[config.mk]
export PLATFORM = sky130hd
export DESIGN_NAME = sprite_mixer
export DESIGN_NICKNAME = d
export VERILOG_FILES = /design/src/rtl/sprite_mixer.sv
export SDC_FILE = /design/constraint.sdc
export NUM_CORES = 1
export LEC_CHECK = 0
export ABC_AREA = 0
export BUFFER_PORTS_ARGS = -buffer_cell sky130_fd_sc_hd__buf_4
export CORE_MARGIN = 4
export CORE_UTILIZATION = 60
export CTS_CLUSTER_SIZE = 20
export DETAILED_ROUTE_END_ITERATION = 8
export PLACE_DENSITY = 0.82
export SLEW_MARGIN = 10
export SYNTH_ARGS = -nofsm -noshare
export SYNTH_HDL_FRONTEND = slang
export SYNTH_SLANG_ARGS = --single-unit
[constraint.sdc]
create_clock -name clk -period 8.7 [get_ports clk]
set_clock_uncertainty 0.15 [all_clocks]
set_input_delay 1.305 -clock clk [delete_from_list [all_inputs] [get_ports clk]]
set_output_delay 1.305 -clock clk [all_outputs]
set_load 0.02 [all_outputs]
[src/rtl/sprite_mixer.sv]
module sprite_mixer #(
  parameter int NSPR = 8,
  parameter int DOTS = 24,
  parameter int ROWS = 21,
  parameter int CW   = 4,
  parameter int PW   = 9
) (
  input  logic                   clk,
  input  logic                   rst_n,
  input  logic [PW-1:0]          beam_x,
  input  logic [PW-1:0]          beam_y,
  input  logic [NSPR*(PW-1)-1:0] spr_x_lo,
  input  logic [NSPR-1:0]        spr_x_hi,
  input  logic [NSPR*(PW-1)-1:0] spr_y,
  input  logic [NSPR*CW-1:0]     spr_col,
  input  logic [CW-1:0]          mc_col_a,
  input  logic [CW-1:0]          mc_col_b,
  input  logic [NSPR-1:0]        spr_en,
  input  logic [NSPR-1:0]        x_exp,
  input  logic [NSPR-1:0]        y_exp,
  input  logic [NSPR-1:0]        mc_mode,
  input  logic [NSPR-1:0]        behind_fg,
  input  logic [NSPR-1:0]        load_stb,
  input  logic [DOTS-1:0]        load_data,
  input  logic [CW-1:0]          bg_color,
  input  logic                   bg_fg,
  input  logic                   rd_ss,
  input  logic                   rd_sb,
  output logic [CW-1:0]          pix_color,
  output logic [NSPR-1:0]        ss_coll,
  output logic [NSPR-1:0]        sb_coll,
  output logic                   ss_irq,
  output logic                   sb_irq
);
  localparam int IW = $clog2(DOTS);
  localparam int RW = $clog2(2*ROWS+1);
  localparam int XW = PW - 1;

  logic [DOTS-1:0] dat [NSPR];
  logic [RW-1:0]   row [NSPR];
  logic [NSPR-1:0] act;
  logic [NSPR-1:0] opq;
  logic [CW-1:0]   col [NSPR];

  always_ff @(posedge clk or negedge rst_n) begin
    if (!rst_n) begin
      act <= '0;
      for (int i = 0; i < NSPR; i++) begin
        dat[i] <= '0;
        row[i] <= '0;
      end
    end else begin
      for (int i = 0; i < NSPR; i++) begin
        if (load_stb[i]) begin
          if (!spr_en[i]) begin
            act[i] <= 1'b0;
            dat[i] <= '0;
          end else if (act[i]) begin
            if (row[i] + RW'(1) >= (y_exp[i] ? RW'(2*ROWS) : RW'(ROWS))) begin
              act[i] <= 1'b0;
              dat[i] <= '0;
            end else begin
              row[i] <= row[i] + RW'(1);
              dat[i] <= load_data;
            end
          end else if (beam_y == {1'b0, spr_y[i*XW +: XW]}) begin
            act[i] <= 1'b1;
            row[i] <= '0;
            dat[i] <= load_data;
          end
        end
      end
    end
  end

  logic [PW:0]     dx;
  logic [IW-1:0]   idx;
  logic [DOTS-1:0] sh;

  always_comb begin
    opq = '0;
    dx  = '0;
    idx = '0;
    sh  = '0;
    for (int i = 0; i < NSPR; i++) begin
      col[i] = spr_col[i*CW +: CW];
      dx  = {1'b0, beam_x} - {1'b0, spr_x_hi[i], spr_x_lo[i*XW +: XW]};
      idx = x_exp[i] ? dx[IW:1] : dx[IW-1:0];
      if (spr_en[i] && !dx[PW] && dx < (x_exp[i] ? (PW+1)'(2*DOTS) : (PW+1)'(DOTS))) begin
        if (mc_mode[i]) begin
          sh = dat[i] << {idx[IW-1:1], 1'b0};
          unique case (sh[DOTS-1 -: 2])
            2'b01:   begin opq[i] = 1'b1; col[i] = mc_col_a; end
            2'b10:   opq[i] = 1'b1;
            2'b11:   begin opq[i] = 1'b1; col[i] = mc_col_b; end
            default: opq[i] = 1'b0;
          endcase
        end else begin
          sh = dat[i] << idx;
          opq[i] = sh[DOTS-1];
        end
      end
    end
  end

  always_comb begin
    pix_color = bg_color;
    for (int i = NSPR-1; i >= 0; i--)
      if (opq[i]) pix_color = (behind_fg[i] && bg_fg) ? bg_color : col[i];
  end

  wire [NSPR-1:0] ss_base = rd_ss ? '0 : ss_coll;
  wire [NSPR-1:0] sb_base = rd_sb ? '0 : sb_coll;
  wire [NSPR-1:0] ss_next = ss_base | (($countones(opq) > 1) ? opq : '0);
  wire [NSPR-1:0] sb_next = sb_base | (bg_fg ? opq : '0);

  always_ff @(posedge clk or negedge rst_n) begin
    if (!rst_n) begin
      ss_coll <= '0;
      sb_coll <= '0;
      ss_irq  <= 1'b0;
      sb_irq  <= 1'b0;
    end else begin
      ss_coll <= ss_next;
      sb_coll <= sb_next;
      ss_irq  <= (ss_base == '0) && (ss_next != '0);
      sb_irq  <= (sb_base == '0) && (sb_next != '0);
    end
  end
endmodule

==> flow_summary.toml, run 1 <==
[floorplanning]
core-area_mm2 = 0.0378
pin_count = 297
die_area_mm2 = 0.0416
rows = 71
initial_core_util_pct = 61.0
die_y_um = 204
die-width_um = 204

[setup_path]
cp_common_cell = "fa_1"
cp-start-kind = "primary input"
path_max_fanout = 7
cp_slowest_stage_delay_ns = 0.60
crit_type = "primary input to register"
required_ns = 8.99
slowest_stage = "fa_1"
arrival_ns = 8.14
endpoint_kind = "register"

[synthesis]
yosysWarnings = 0
synthArstFlopShare_pct = 100
yosysUniqueCellTypes = 107
synth_edf_count = 0
syn_inst = 2490
netlist_area_mm2 = 0.0230
synth_area_per_cell_um2 = 9.25
ys_ff_latch = 266
yosysSeqAreaShare_pct = 28.9
synthesis.nets = 2916
ys.flop_type = "dfrtp_1"

[layout]
layout_common_cells = "buf_4 (325), dfrtp_1 (266), a22o_1 (203), inv_1 (182), mux2i_1 (143)"
fin_cells = 3235
final_nets = 3127
nFillCells = 2897
drive_gt1_share_pct = 19.6
areaGrowthSynthToFinish_pct = 15.7
insertedDiodeCount = 0
final_common_cell = "buf_4"

[global_routing]
first_global_vias = 20600
grt_usage_pct = 34.7
gr-total-overflow = 0
grt_pass1_wl_um = 115000
antenna_found_initial = 0
grt_max_degree = 168

[cts]
cts.reportedPaths.clkPinSlew_ns = 0.06
clockBufferDepth = 3
ctsResizeCount = 0
cts_hold_buf = 0
clock-sinks = 266
cts_setup_buffers = 0
numCtsBuffers = 30
root_buffer = "clkbuf_16"
cts_tree = "built"
h-tree-depth = 1
insertion_delay_ns = 0.58

[timing]
relSlewSlack_pct = 27.8
min_period_ns = 7.85
worst_pin_slew_ns = 1.07
rsz0062_at_grt = "false"
finalSetupViolations = 0
finalHoldViolations = 0
max_freq_ghz = 0.127
tns_ns = 0
min_period_over_period_pct = 90.3
final_max_slew_viol_count = 0

[power]
finalPower_mw = 3.93
powerDensity_mw_per_mm2 = 147
leakage_nw = 12.6
peakVddDrop_uv = 150

[placed_design]
gp_congestion = 0.993
portBuffers = 296
place_inst = 3180
place_hpwl_um = 55200

[route]
viasPerCell = 6.68
avgRoutedWirePerCell_um = 23.2
drtIter0Drc = 1945
dr.pass1.iters = 6
ant_nets = 0
wl_um = 75000
drcViolationCount = 0
routed-via-count = 21600

[run_status]
status = "finished, final reports clean"

[hold_path]
hp-class = "register to register"

[job]
max_cap_violations = 0
worst max-delay path, delay by kind of cell:
kind                     cells  cell delay [ns]
AO/OA/AOI/OAI               10             2.01
XOR/XNOR                     1             0.15
adder cells (fa/ha/maj)      7             2.56
buffers and inverters        4             0.50
AND/OR/NAND/NOR              7             1.60
final timing paths:
check,from,endpoint,slack (ns),depth (start not counted)
max,beam_x[0],ss_irq,0.85,29
min,dat[7],dat[7],0.36,1
min in group asynchronous,rst_n,row[8],0.59,1
min reg2reg,dat[7],dat[7],0.36,1
max in group asynchronous,rst_n,dat[23],6.40,2
max reg2reg,dat[111],ss_irq,2.93,17
cell usage after synthesis, drive strengths merged (50+ instances only):
| cell | instances | area (um2) |
|---|---|---|
| a21oi | 90 | 495 |
| nor3 | 65 | 342 |
| clkbuf | 86 | 323 |
| nand2b | 57 | 357 |
| o21ai | 116 | 584 |
| ha | 139 | 1740 |
| dfrtp | 266 | 6660 |
| nand3 | 101 | 505 |
| a22o | 203 | 1780 |
| nor2 | 82 | 315 |
| mux2i | 143 | 1430 |
| inv | 185 | 694 |
| mux2 | 50 | 567 |
| xnor2 | 97 | 850 |
| buf | 62 | 280 |
| nand2 | 128 | 480 |
power by group:
group | switching [mW] | internal, mW | leakage, nW
sequential | 0.0252 | 1.26 | 3.48
combinational | 0.775 | 0.568 | 8.61
clock | 0.553 | 0.742 | 0.494
total | 1.35 | 2.57 | 12.6
logic make-up after synthesis:
kind of cell	share of synthesized area [%]
xor gates and xnor gates	4.98
buffers and inverters	5.67
AOI/OAI and AO/OA	24.6
adders and majority gates	8.59
DFF	28.9
and+or+nand+nor	14.8
muxes	12.4
through the flow:
| step | util (%) | worst slack, ns | area [um2] | hold WS [ns] |
|---|---|---|---|---|
| 2_1_floorplan | - | 0.915 | 23000 | 0.315 |
| 3_3_place_gp | 67.9 | 0.551 | 25600 | 0.338 |
| 3_5_place_dp | 67.9 | 0.357 | 25600 | 0.342 |
| 4_1_cts | 70.6 | 0.911 | 26700 | 0.358 |
| 5_1_grt | 70.6 | 0.463 | 26700 | 0.366 |
| 6_report | 70.6 | 0.846 | 26700 | 0.357 |
final cells by class:
class,count,area [um2],area share [%]
Inverter,187,702,2.63
Multi-Input combinational cell,1889,15200,56.9
Sequential cell,266,6660,25.0
Tap cell,511,639,2.40
Clock inverter,20,189,0.709
Clock buffer,35,821,3.08
Timing Repair Buffer,327,2470,9.29
state kept, by name, summed over array words and instances, names as in the netlist:
register / cells
dat: 192
row: 48
act: 8
sb_coll: 8
ss_coll: 8
sb_irq: 1
ss_irq: 1
layer usage:
layer | GRT usage (%) | routed length [um] | up-vias
met5 | 0 | 0 | -
met4 | 16.2 | 4270 | 0
met3 | 6.24 | 7360 | 236
met2 | 55.4 | 33900 | 1107
met1 | 46.2 | 29500 | 10400
li1 | - | - | 9817
Note: power is estimated with default switching activity, not from simulation.
==> inputs of run 2 (changes only) <==
Settings changed: CORE_MARGIN 4 to not set.
==> flow_summary.toml, run 2 (same netlist as run 1, synthesis figures left out) <==
[power]
powerDensity_mw_per_mm2 = 152
peakVddDrop_uv = 147
leakage_nw = 12.7

[layout]
final_nets = 3135
reg_top3 = "dat (192), row (48)"
drive_gt1_share_pct = 19.8
final_common_cell = "buf_4"
nFillCells = 2872
layout_common_cells = "buf_4 (334), dfrtp_1 (266), a22o_1 (203), inv_1 (182), mux2i_1 (143)"
regMostFlops = "dat"
areaGrowthSynthToFinish_pct = 16.4
largest_reg_flops = 192

[route]
ant_nets = 0
drcViolationCount = 0
avgRoutedWirePerCell_um = 23.3
wl_um = 75600
viasPerCell = 6.71
drtIter0Drc = 1910
routed-via-count = 21800
dr.pass1.iters = 5

[setup_path]
endpoint_kind = "register"
path_max_fanout = 6
crit_type = "primary input to register"
required_ns = 9.00
arrival_ns = 8.33
reg2reg_slack_ns = 2.94
cp-start-kind = "primary input"

[cts]
numCtsBuffers = 30
cts_setup_buffers = 0
h-tree-depth = 1
clockBufferDepth = 3
cts.reportedPaths.clkPinSlew_ns = 0.07
cts_hold_buf = 0
insertion_delay_ns = 0.59
root_buffer = "clkbuf_16"
cts_tree = "built"
ctsResizeCount = 0
clock-sinks = 266

[floorplanning]
die_y_um = 198
core-area_mm2 = 0.0378
die-width_um = 198
die_area_mm2 = 0.0392
initial_core_util_pct = 61.0
pin_count = 297
rows = 71

[job]
max_cap_violations = 0

[placed_design]
dp_slack_ns = 0.195
portBuffers = 296
gp_congestion = 1.00
place_hpwl_um = 55200

[timing]
final_max_slew_viol_count = 0
worst_pin_slew_ns = 1.05
finalWorstSetupSlack_ns = 0.675
relSlewSlack_pct = 29.9
max_freq_ghz = 0.125
min_period_ns = 8.02
whs_ns = 0.358
rsz0062_at_grt = "false"
min_period_over_period_pct = 92.2
tns_ns = 0
finalSetupViolations = 0
finalHoldViolations = 0

[global_routing]
grt_pass1_wl_um = 116000
antenna_found_initial = 1
first_global_vias = 20800
grt_usage_pct = 38.4
gr-total-overflow = 0
grt_max_degree = 127

[hold_path]
hp-class = "register to register"

[run_status]
status = "finished, final reports clean"
-- run 2: changes by cell type in the layout (fill, tap and decap cells not counted), sizes merged --
cell,delta
buf,+8
bufinv,+5
clkinv,-3
inv,-3
clkinvlp,+1
diode,+1
-- run 2: layout make-up --
cell class | count | area, um2 | area share, %
clock buffers | 35 | 811 | 3.02
multi-input cells | 1889 | 15200 | 56.6
inverters | 187 | 702 | 2.62
repair buffers | 335 | 2520 | 9.41
flip-flops and latches | 266 | 6660 | 24.8
diodes | 1 | 2.50 | 0.00933
well taps | 511 | 639 | 2.39
clock inverters | 20 | 303 | 1.13
-- run 2: worst max-delay path: stages --
cell and delay [ns]:
buf_4 0.11, inv_1 0.44, ha_1 0.29, inv_1 0.06, fa_1 0.43, and3b_1 0.20, nor3_1 0.21, o21ai_0 0.21
nor2_1 0.29, mux4_2 0.54, mux2_2 0.28, a31oi_1 0.17, o311a_1 0.35, inv_1 0.17, fa_1 0.51, inv_1 0.05
fa_1 0.49, fa_1 0.42, ha_1 0.23, fa_1 0.40, o21a_1 0.21, or2_2 0.33, a22o_1 0.23, nor4_1 0.29
a31oi_1 0.12
-- run 2: through the flow --
stage	area (um2)	std cells	power, mW	util (%)
CTS	26800	3243	4.07	71.0
global placement	25700	3188	2.59	68.0
global route	26800	3243	4.27	71.0
detailed placement	25700	3188	2.64	68.0
floorplan	23000	2490	2.22	-
finish	26800	3244	4.08	71.0
-- run 2: layer usage --
metal	GRT usage, %	part of all wire (%)	wire (um)	up-vias
li1	-	-	-	9835
met1	50.3	39	29800	10500
met2	60.3	44	33500	1176
met3	7.82	10	7920	240
met4	19.8	5.8	4350	2
met5	0	0.015	11	-
-- run 2: worst paths after layout --
check / start / to / cells after the start
worst min-delay path: dat[173] / dat[173] / 1
worst max register to register: dat[115] / ss_irq / 19
max in group asynchronous: rst_n / row[17] / 2
worst max-delay path: beam_x[0] / ss_irq / 25
worst min register to register: dat[173] / dat[173] / 1
min in group asynchronous: rst_n / row[11] / 1
-- run 2: report_power, final --
part / internal (mW) / switching (mW) / total [mW]
Sequential: 1.26 / 0.0247 / 1.29
Clock: 0.876 / 0.563 / 1.44
Combinational: 0.574 / 0.783 / 1.36
==> inputs of run 3 (changes only) <==
Settings changed: CELL_PAD_IN_SITES_DETAIL_PLACEMENT set to 0, CELL_PAD_IN_SITES_GLOBAL_PLACEMENT set to 1, CORE_UTILIZATION 60 to 50, PLACE_DENSITY 0.82 to not set, PLACE_DENSITY_LB_ADDON set to 0.1.
==> flow_summary.toml, run 3 (same netlist as run 1, synthesis figures left out) <==
[power]
power_frac_comb_pct = 33.4
power.switching_mw = 1.36
leakage_nw = 12.7
finalPower_mw = 4.06
powerDensity_mw_per_mm2 = 151
peakVddDrop_uv = 143
p_seq_share_pct = 31.7
clockPowerShare_pct = 34.9
p_int_mw = 2.70
swShare_pct = 33.5

[timing]
tns_ns = 0
relSlewSlack_pct = 29.7
worst_pin_slew_ns = 1.05
finalWorstSetupSlack_ns = 0.926
final_max_slew_viol_count = 0
rsz0062_at_grt = "false"
min_period_over_period_pct = 89.4
finalSetupViolations = 0
min_period_ns = 7.77
max_freq_ghz = 0.129
finalHoldViolations = 0

[layout]
final_nets = 3134
layout_common_cells = "buf_4 (333), dfrtp_1 (266), a22o_1 (203), inv_1 (182), mux2i_1 (142)"
reg_top3 = "dat (192), row (48)"
regMostFlops = "dat"
final_common_cell = "buf_4"
nFillCells = 3986
areaGrowthSynthToFinish_pct = 16.8
drive_gt1_share_pct = 19.7
largest_reg_flops = 192

[global_routing]
grt_max_degree = 122
gr-total-overflow = 0
antenna_found_initial = 5
first_global_vias = 20300
grt_usage_pct = 32.3
grt_pass1_wl_um = 118000

[setup_path]
endpoint_kind = "register"
path_max_fanout = 14
required_ns = 9.01
crit_type = "primary input to register"
r2r_cells = 19
arrival_ns = 8.08
cp-start-kind = "primary input"

[route]
viasPerCell = 6.37
wl_um = 76900
drtIter0Drc = 1807
dr.pass1.iters = 6
drcViolationCount = 0
avgRoutedWirePerCell_um = 23.1
routed-via-count = 21200
ant_nets = 0

[cts]
cts_tree = "built"
h-tree-depth = 1
clockBufferDepth = 3
ctsResizeCount = 0
root_buffer = "clkbuf_16"
cts_setup_buffers = 0
cts_hold_buf = 0
insertion_delay_ns = 0.61
clock-sinks = 266
numCtsBuffers = 30
cts.reportedPaths.clkPinSlew_ns = 0.07

[floorplanning]
die-width_um = 217
pin_count = 297
core-area_mm2 = 0.0454
initial_core_util_pct = 50.8
die_y_um = 217
rows = 78
die_area_mm2 = 0.0469

[placed_design]
portBuffers = 296
gp_congestion = 0.967
dp_slack_ns = 0.306
place_hpwl_um = 57100

[run_status]
status = "finished, final reports clean"

[hold_path]
hp-class = "register to register"
min_path_cells = 1

[job]
max_cap_violations = 0
==> run 3: changes by cell type in the layout (fill, tap and decap cells not counted) <==
| cell | change |
|---|---|
| clkbuf_16 | -1 |
| clkinv_16 | +1 |
| clkbuf_8 | +4 |
| inv_6 | -2 |
| bufinv_16 | -1 |
| mux2i_2 | +1 |
| clkinv_4 | -1 |
| buf_4 | -1 |
| clkinvlp_4 | -2 |
| clkbuf_1 | +2 |
| mux2i_1 | -1 |
==> run 3: worst max-delay path, cell delays in order <==
cell and delay (ns):
buf_4 0.22, ha_1 0.55, o21ai_0 0.15, a21oi_1 0.22, o21ai_0 0.14, nand2_1 0.11
xor2_1 0.07, ha_1 0.17, nand2b_1 0.13, a221oi_1 0.20, o211ai_1 0.14, a311o_1 0.35
nor3_1 0.40, nand2_1 0.12, o21ai_0 0.19, o22ai_1 0.21, fa_1 0.59, inv_1 0.05
fa_1 0.51, fa_1 0.42, ha_1 0.22, fa_1 0.39, o21a_1 0.20, or2_2 0.32
a22o_1 0.23, nor4_1 0.33, a31oi_1 0.12
==> run 3: cell type report <==
cell class / count / area (um2) / share of cell area, %
sequential: 266 / 6660 / 24.7
tap: 600 / 751 / 2.79
clock inverter: 15 / 262 / 0.972
timing repair buffer: 334 / 2510 / 9.35
inverter: 187 / 702 / 2.61
multi-input combinational: 1889 / 15200 / 56.4
clock buffer: 40 / 848 / 3.15
antenna: 1 / 2.50 / 0.00930
==> run 3: per-layer routing <==
layer,up-vias,global-route usage (%),share of wire (%),wire length (um)
met5,-,0,0.016,12
met4,2,9.81,3.3,2560
met3,152,5.22,8.7,6670
met2,982,50.9,44,34200
met1,10300,45.4,44,33500
li1,9840,-,-,-
==> run 3: worst paths after layout <==
kind	startpoint	to	slack, ns
setup / recovery	beam_x[3]	ss_irq	0.93
min in group asynchronous	rst_n	row[10]	0.61
max in group asynchronous	rst_n	row[37]	6.14
hold reg to reg	dat[175]	dat[175]	0.36
hold / removal	dat[175]	dat[175]	0.36
setup reg to reg	dat[119]	ss_irq	2.90
==> run 3: power by group through the flow <==
stage,logic [mW],clock network (mW),registers (mW)
2_1_floorplan,0.914,0,1.31
3_3_place_gp,1.32,0,1.31
3_5_place_dp,1.34,0,1.31
4_1_cts,1.35,1.43,1.29
5_1_grt,1.49,1.48,1.29
6_report,1.36,1.42,1.29
==> run 3: metrics by stage <==
stage	util (%)	cell area (um2)	std cells	hold WS [ns]
2_1_floorplan	-	23000	2490	0.315
3_3_place_gp	56.8	25800	3276	0.338
3_5_place_dp	56.8	25800	3276	0.342
4_1_cts	59.3	26900	3331	0.359
5_1_grt	59.3	26900	3331	0.370
6_report	59.3	26900	3332	0.355
